$ cat src/rtl/rtk_pkg.sv
package rtk_pkg;

    typedef enum logic [1:0] {
        STEP_HOLD = 2'd0,
        STEP_UP   = 2'd1,
        STEP_DOWN = 2'd2
    } step_e;

endpackage

$ cat src/rtl/rtk_window_counter.sv
module rtk_window_counter #(
    parameter int CNT_W = 12
) (
    input  logic             clk,
    input  logic             rst_n,
    input  logic             run_i,
    input  logic             tick_i,
    output logic [CNT_W-1:0] meas_o,
    output logic             valid_o
);
    localparam logic [CNT_W-1:0] CNT_MAX = '1;
    localparam logic [CNT_W-1:0] CNT_ONE = {{(CNT_W-1){1'b0}}, 1'b1};

    typedef struct packed {
        logic [CNT_W-1:0] cnt;
        logic [CNT_W-1:0] meas;
        logic             armed;
        logic             valid;
    } win_t;

    win_t win_d, win_q;

    always_comb begin
        win_d       = win_q;
        win_d.valid = 1'b0;
        if (!run_i) begin
            win_d = '0;
        end else if (tick_i) begin
            if (win_q.armed) begin
                win_d.meas  = win_q.cnt;
                win_d.valid = 1'b1;
            end
            win_d.armed = 1'b1;
            win_d.cnt   = CNT_ONE;
        end else if (win_q.cnt != CNT_MAX) begin
            win_d.cnt = win_q.cnt + CNT_ONE;
        end
    end

    always_ff @(posedge clk or negedge rst_n) begin
        if (!rst_n) win_q <= '0;
        else        win_q <= win_d;
    end

    assign meas_o  = win_q.meas;
    assign valid_o = win_q.valid;

endmodule

$ cat src/rtl/rtk_step_decide.sv
module rtk_step_decide
    import rtk_pkg::*;
#(
    parameter int CNT_W  = 12,
    parameter int HYST_W = 4
) (
    input  logic [CNT_W-1:0]  meas_i,
    input  logic [CNT_W-1:0]  target_i,
    input  logic [HYST_W-1:0] hyst_pos_i,
    input  logic [HYST_W-1:0] hyst_neg_i,
    input  logic              invert_i,
    output step_e             step_o
);
    localparam int EXT_W = CNT_W + 1;

    logic [EXT_W-1:0] upper_lim;
    logic [EXT_W-1:0] meas_plus;
    logic             too_high;
    logic             too_low;

    always_comb begin
        upper_lim = {1'b0, target_i} + EXT_W'(hyst_pos_i);
        meas_plus = {1'b0, meas_i} + EXT_W'(hyst_neg_i);
        too_high  = {1'b0, meas_i} > upper_lim;
        too_low   = meas_plus < {1'b0, target_i};
        step_o    = STEP_HOLD;
        if (too_high)     step_o = invert_i ? STEP_UP : STEP_DOWN;
        else if (too_low) step_o = invert_i ? STEP_DOWN : STEP_UP;
    end

endmodule

$ cat src/rtl/rtk_code_reg.sv
module rtk_code_reg
    import rtk_pkg::*;
#(
    parameter int CODE_W = 8
) (
    input  logic              clk,
    input  logic              rst_n,
    input  logic              run_i,
    input  logic              apply_i,
    input  step_e             step_i,
    input  logic [CODE_W-1:0] prog_i,
    output logic [CODE_W-1:0] code_o
);
    localparam logic [CODE_W-1:0] CODE_MAX = '1;
    localparam logic [CODE_W-1:0] CODE_MIN = '0;
    localparam logic [CODE_W-1:0] CODE_ONE = {{(CODE_W-1){1'b0}}, 1'b1};

    typedef struct packed {
        logic [CODE_W-1:0] code;
        logic              run_seen;
    } creg_t;

    creg_t cr_d, cr_q;

    always_comb begin
        cr_d          = cr_q;
        cr_d.run_seen = run_i;
        if (!run_i) begin
            cr_d.code = CODE_MIN;
        end else if (!cr_q.run_seen) begin
            cr_d.code = prog_i;
        end else if (apply_i) begin
            case (step_i)
                STEP_UP:   if (cr_q.code != CODE_MAX) cr_d.code = cr_q.code + CODE_ONE;
                STEP_DOWN: if (cr_q.code != CODE_MIN) cr_d.code = cr_q.code - CODE_ONE;
                default:   cr_d.code = cr_q.code;
            endcase
        end
    end

    always_ff @(posedge clk or negedge rst_n) begin
        if (!rst_n) cr_q <= '0;
        else        cr_q <= cr_d;
    end

    assign code_o = cr_q.code;

endmodule

$ cat src/rtl/rc_trim_loop.sv
module rc_trim_loop
    import rtk_pkg::*;
#(
    parameter int CODE_W = 8,
    parameter int CNT_W  = 12,
    parameter int HYST_W = 4
) (
    input  logic              clk,
    input  logic              rst_n,
    input  logic              start_i,
    input  logic              enable_i,
    input  logic              bypass_i,
    input  logic              invert_i,
    input  logic [CODE_W-1:0] prog_code_i,
    input  logic [HYST_W-1:0] hyst_pos_i,
    input  logic [HYST_W-1:0] hyst_neg_i,
    input  logic [CNT_W-1:0]  target_cnt_i,
    input  logic              ref_tick_i,
    output logic [CODE_W-1:0] code_o,
    output logic [CNT_W-1:0]  meas_cnt_o
);
    logic [CNT_W-1:0]  win_meas;
    logic              win_valid;
    step_e             step_req;
    logic              step_apply;
    logic [CODE_W-1:0] calc_code;

    rtk_window_counter #(.CNT_W(CNT_W)) u_window (
        .clk     (clk),
        .rst_n   (rst_n),
        .run_i   (start_i),
        .tick_i  (ref_tick_i),
        .meas_o  (win_meas),
        .valid_o (win_valid)
    );

    rtk_step_decide #(.CNT_W(CNT_W), .HYST_W(HYST_W)) u_decide (
        .meas_i     (win_meas),
        .target_i   (target_cnt_i),
        .hyst_pos_i (hyst_pos_i),
        .hyst_neg_i (hyst_neg_i),
        .invert_i   (invert_i),
        .step_o     (step_req)
    );

    rtk_code_reg #(.CODE_W(CODE_W)) u_code (
        .clk     (clk),
        .rst_n   (rst_n),
        .run_i   (start_i),
        .apply_i (step_apply),
        .step_i  (step_req),
        .prog_i  (prog_code_i),
        .code_o  (calc_code)
    );

    always_comb begin
        step_apply = win_valid & enable_i;
        code_o     = bypass_i ? prog_code_i : calc_code;
        meas_cnt_o = win_meas;
    end

endmodule

$ cat config.mk
export PLATFORM = sky130hd
export DESIGN_NAME = rc_trim_loop
export DESIGN_NICKNAME = d
export VERILOG_FILES = /design/src/rtl/rtk_pkg.sv /design/src/rtl/rtk_window_counter.sv /design/src/rtl/rtk_step_decide.sv /design/src/rtl/rtk_code_reg.sv /design/src/rtl/rc_trim_loop.sv
export SDC_FILE = /design/constraint.sdc
export NUM_CORES = 1
export LEC_CHECK = 0
export BUFFER_PORTS_ARGS = -buffer_cell sky130_fd_sc_hd__buf_4
export CAP_MARGIN = 10
export CORE_UTILIZATION = 25
export CTS_BUF_LIST = sky130_fd_sc_hd__clkbuf_2 sky130_fd_sc_hd__clkbuf_4 sky130_fd_sc_hd__clkbuf_8
export DETAILED_ROUTE_END_ITERATION = 8
export HOLD_SLACK_MARGIN = 0.08
export PLACE_DENSITY_LB_ADDON = 0.25
export REMOVE_ABC_BUFFERS = 1
export SLEW_MARGIN = 20
export SYNTH_ARGS = -nofsm -noshare
export SYNTH_HDL_FRONTEND = slang
export SYNTH_SLANG_ARGS = --single-unit
$ cat constraint.sdc
create_clock -name clk -period 8.5 [get_ports clk]
set_input_delay 1.7 -clock clk [delete_from_list [all_inputs] [get_ports clk]]
set_output_delay 1.7 -clock clk [all_outputs]
set_load 0.01 [all_outputs]
## Word-level counts from Yosys, hierarchy flattened

Cells that the tools add are included.
Widths: inputs -> output; s select.

| cells by class | value |
|---|---|
| add/sub/neg operators | 5 |
| order comparisons | 2 |
| equal/unequal tests | 11 |
| multiplexer cells | 17 |
| bitwise operators | 1 |
| reduce and logical (&&, ||, !) cells | 3 |

Operator list:

| cell | count |
|---|---|
| $mux 8 | 6 |
| $mux 12 | 3 |
| $add 12x4->13 | 2 |
| $mux 26 | 1 |
| $pmux 8 s2 | 1 |
| $mux 14 | 1 |
| $gt 12x13->1 | 1 |
| $lt 13x12->1 | 1 |
| $add 12x1->12 const B | 1 |
| $ne 12x12->1 const B | 1 |
| $ne 4x4->1 const B | 3 |
| $add 8x1->8 const B | 1 |
| $mux 2 | 4 |
| $ne 8x8->1 const B | 1 |
| $reduce_bool 8->1 | 1 |
| $sub 8x1->8 const B | 1 |
| $ne 2x1->1 const B | 2 |
| $reduce_and 4->1 | 1 |
| $ne 3x1->1 const B | 1 |
| $ne 3x3->1 const B | 1 |
| $eq 2x1->1 const B | 1 |
| $eq 2x2->1 const B | 1 |
| $reduce_and 2->1 | 1 |
| $and 1x1->1 | 1 |
| $mux 1 | 1 |

| storage, ports and cells | value |
|---|---|
| bits in registers | 35 |
| output and inout bits | 20 |
| logic and storage cells | 45 |

## Longest topological paths before layout

| logic depth | value |
|---|---|
| word-level depth | 9 |
| depth in mapped cells | 23 |

## Hierarchy

A second synthesis with hierarchy kept.

| second synthesis, totals | value |
|---|---|
| cells, all modules | 425 |
| area total of the unflattened synthesis | 3619.7 µm² |

By module, submodules not included:

| module | times used | cells an instance | area each (µm²) |
|---|---|---|---|
| rtk_window_counter | 1 | 136 | 1318.8 |
| rtk_step_decide | 1 | 151 | 1144.8 |
| rtk_code_reg | 1 | 128 | 1018.5 |
| rc_trim_loop | 1 | 10 | 137.6 |

## Least setup slack after synthesis

Ideal clock, no wire load.

| timing | value |
|---|---|
| path type | input to register |
| start | in hyst_pos_i[0] |
| end | reg u_code.cr_q (netlist bit u_code.code_o[7]) |
| setup time | 126 ps |
| data arrival time | 5815 ps |
| required time | 8374 ps |
| path slack | 2560 ps |
| stages | 23 |
| cells stage by stage | ha_1 > inv_1 > fa_1 > nor2b_1 > o31a_1 > and3_1 > nand3_1 > xnor2_1 > ha_1 > nand3_1 > nor2_1 > o311ai_1 > a31o_4 > mux2_2 > inv_1 > ha_1 > a21oi_1 > o211ai_1 > o41ai_1 > xnor2_1 > or2_2 > mux2i_1 > o311a_1 |

| on the way | value |
|---|---|
| longest elaborated chain between the ends | 8 |

Ends and longest elaborated chain:

| item | RTL line | RTL |
|---|---|---|
| from (decl) | rc_trim_loop.sv:15 | `input logic [HYST_W-1:0] hyst_pos_i,` |
| $add 12x4->13 * | rtk_step_decide.sv:22 | `upper_lim = {1'b0, target_i} + EXT_W'(hyst_pos_i);` |
| $gt 12x13->1 * | rtk_step_decide.sv:24 | `too_high = {1'b0, meas_i} > upper_lim;` |
| $mux 2 * | rtk_step_decide.sv:27 | `if (too_high) step_o = invert_i ? STEP_UP : STEP_DOWN;` |
| $eq 2x2->1 or $eq 2x1->1 (tied branches) | rtk_code_reg.sv:33 | `case (step_i)` |
| $pmux 8 s2 | rtk_code_reg.sv:33 |  |
| $mux 8 | rtk_code_reg.sv:32 | `end else if (apply_i) begin` |
| $mux 8 | rtk_code_reg.sv:30 | `end else if (!cr_q.run_seen) begin` |
| $mux 8 | rtk_code_reg.sv:28 | `if (!run_i) begin` |
| to (signal assigned) | rtk_code_reg.sv:43 | `else cr_q <= cr_d;` |
| to (decl) | rtk_code_reg.sv:23 | `creg_t cr_d, cr_q;` |

Mark *: on every way between the ends. The rest lies on a longest branch, timed or not. The select of a mux whose other input is x is not followed.
A chain may end at the register's enable or synchronous reset.

## Worst setup path in the final report

| timing | value |
|---|---|
| start | in target_cnt_i[0] |
| end | reg u_code.cr_q (netlist bit u_code.code_o[7]) |

| on the way | value |
|---|---|
| longest elaborated chain between the ends | 8 |

Ends and longest elaborated chain:

| item | RTL line | RTL |
|---|---|---|
| from (decl) | rc_trim_loop.sv:17 | `input logic [CNT_W-1:0] target_cnt_i,` |
| $add 12x4->13 or $lt 13x12->1 (tied branches) | rtk_step_decide.sv:22, rtk_step_decide.sv:25 |  |
| $gt 12x13->1 or $mux 2 (tied branches) | rtk_step_decide.sv:24, rtk_step_decide.sv:28 |  |
| $mux 2 * | rtk_step_decide.sv:27 |  |
| $eq 2x2->1 or $eq 2x1->1 (tied branches) | rtk_code_reg.sv:33 |  |
| $pmux 8 s2 | rtk_code_reg.sv:33 |  |
| $mux 8 | rtk_code_reg.sv:32 |  |
| $mux 8 | rtk_code_reg.sv:30 |  |
| $mux 8 | rtk_code_reg.sv:28 |  |

Marked as above.

==> out/results.ini <==
[floorplanning]
initial_core_util = 0.257
dieArea_mm2 = 0.0141
num_rows = 42
die_y_um = 119
coreArea_mm2 = 0.0133
pin_count = 55
die_w_um = 119

[global_routing]
overflow = 0
grt_pass1_vias = 2882
grt_max_degree = 36
antenna_found_initial = 0
grt_pass1_wl_mm = 13.7
grt_use_total = 0.119

[clock_network]
cts_buffers = 5
root_buffer = clkbuf_8
cts_hold_buffers = 0
post_cts_resized = 0
clkLatencyLatePin_ns = 0.28
ctsLongestPathBuffers = 2
cts_tree = yes
clk_pin_slew_ns = 0.07
cts_sinks = 35
h-tree-depth = 2
cts_setup_buffers = 0

[setup_path]
critPathMaxFanout = 6
r2r-start = u_window.meas_o[1]
regToRegSetupSlack_ns = 3.42
cp-start-kind = input pin
crit_arrival_ns = 6.44
reg2regPathDepth = 22
cp-end-kind = flip-flop
crit_type = input pin to flip-flop
critical_path_required_ns = 8.67
r2r_end = u_code.code_o[7]
worstSetupStartpoint = target_cnt_i[0]
cp-endpoint = u_code.code_o[7]

[power]
irDropWorstVdd_uv = 39.0
power.leakage_nw = 1.90
total_power_mw = 0.436
powerDensity_mw_per_mm2 = 109

[timing]
post-route-period-util = 0.737
rsz0062_at_grt = false
timing.fmax_mhz = 160
fin_skew_ns = 0.00294
slew-limit-headroom = 0.663
tightest_slew_ns = 0.506
finalSetupTns_ns = 0
hold_violations = 0
fin_crit_ns = 6.27
final_max_slew_viol_count = 0
final-setup-viol-count = 0

[final_layout]
n_fill_cell = 1426
area_delta_synth_final_pct = 17.4
antenna_cells = 0
drive_gt1_frac = 0.178
stdcell_area_mm2 = 0.00401
finalNetCount = 520

[min_path]
min_path_type = flip-flop to flip-flop

[synth]
synth_top_family_by_area = simple AND/OR/NAND/NOR gates
seq_area_frac_synth = 0.256
synthArstFlopShare = 1.00
synth_most_common_cell = nand2_1
synth_edf_count = 0
synthCells = 405
synth_cell_type_count = 56
synth-xor-area-share = 0.0846
yosys.area.top_type = dfrtp_1
synth-seq-cells = 35
synthesis.area_mm2 = 0.00342
synth_top_area_share = 0.256
muxShareOfSynthArea = 0.0601
synth_compound_area_frac = 0.159
post_synth_fa_ha_maj_area_fraction = 0.157
ys_warn_count = 0
synth_top_cells_by_count = 60 x nand2_1, 38 x ha_1, 35 x dfrtp_1
synth-simple-area-share = 0.211
synth.avg_cell_area_um2 = 8.44
ys_top_cells_by_area = dfrtp_1 26%, ha_1 14%, nand2_1 6.6%
synth_ff_type = dfrtp_1

[placement]
post-dp-hpwl_mm = 6.40
place_congestion = 0.792
place_area_mm2 = 0.00391
port_buffers = 54

[detailed_routing]
wl_per_cell_um = 12.7
remaining_drc_errors = 0
drt-total-wl_mm = 7.88
drtPass1Iterations = 4
vias = 2858
final_antenna_net_count = 0
drtIter0Drc = 150
via_per_inst = 4.60

[job]
cap_violations = 0

[status]
status = completed

[per-stage QoR]
step                hold WS, ns  std cells  utilization  worst slack [ns]
finish                    0.522        621        0.302              2.23
global route              0.567        621        0.302              1.88
CTS                       0.519        621        0.302              2.20
detailed placement        0.503        613        0.294              1.91
global placement          0.496        613        0.294              1.99
floorplan                 0.480        383            -              2.56
[critical path, cell delays in order]
cell and delay (ns):
buf_4 0.09, ha_1 0.15, inv_1 0.05, fa_1 0.40
nor2b_1 0.17, o31a_1 0.22, and3_1 0.21, nand3_1 0.10
xnor2_1 0.13, ha_1 0.29, nand3_1 0.11, nor2_1 0.19
o311ai_1 0.16, a31o_4 0.30, mux2_2 0.32, inv_1 0.18
ha_1 0.26, a21oi_1 0.19, o211ai_1 0.15, o41ai_1 0.36
xnor2_1 0.18, or2_2 0.13, mux2i_1 0.06, o311a_1 0.32
[how the worst min path moves through the flow]
stage,startpoint,to,slack (ns),depth (start not counted)
after CTS,u_window.win_q[1],u_window.win_q[1],0.52,1
after floorplan,u_window.win_q[1],u_window.win_q[1],0.48,1
after global placement,u_window.win_q[1],u_window.win_q[1],0.50,1
final,u_window.win_q[1],u_window.win_q[1],0.52,1
after global routing,u_window.win_q[1],u_window.win_q[1],0.57,1
after detailed placement,u_window.win_q[1],u_window.win_q[1],0.50,1
[cells in the final DEF (no fill, tap or decap), types with 4 or more instances in the layout]
master    count
o31ai_1       5
xor2_1       10
dfrtp_1      35
clkbuf_8      7
nor2b_1       7
nor3_1        8
nand2b_1      4
and3_1        5
nand2_1      60
o21ai_0      15
nand4_1       8
ha_1         38
buf_4        54
a21o_1        6
inv_1        30
xnor2_1      23
mux2i_1       9
a21boi_0     15
a21oi_1       9
nand3_1      19
nor2_1       25
mux2_2        9
[registers in the layout, indices dropped and copies added (netlist names)]
register	count
u_code.cr_q	1
u_code.code_o	8
u_window.valid_o	1
u_window.win_q	13
u_window.meas_o	12
[layer usage]
layer	wire length, um	track usage	vias to the layer above
met4	113	0.0332	0
met2	3830	0.211	41
li1	-	-	1476
met5	0	0	-
met3	175	0.0158	11
met1	3760	0.150	1330
[layout make-up]
type / instances / area, um^2 / share of cell area
multi-input combinational: 318 / 2290 / 0.572
sequential: 35 / 876 / 0.218
timing repair buffer: 54 / 405 / 0.101
tap: 176 / 220 / 0.0549
inverter: 30 / 113 / 0.0281
clock buffer: 8 / 104 / 0.0259
[where the power goes]
part | internal (mW) | leakage [nW] | switching, mW
Combinational | 0.0587 | 1.36 | 0.0628
Sequential | 0.172 | 0.477 | 0.00898
Clock | 0.0771 | 0.0549 | 0.0560
Total | 0.308 | 1.90 | 0.128
[logic make-up after synthesis]
family                     after synthesis
and+or+nand+nor                        152
AOI/OAI and AO/OA                       73
buffers and inverters                   52
adders and majority gates               41
DFF                                     35
xor gates and xnor gates                33
muxes                                   19
(Power assumes the default switching activity.)
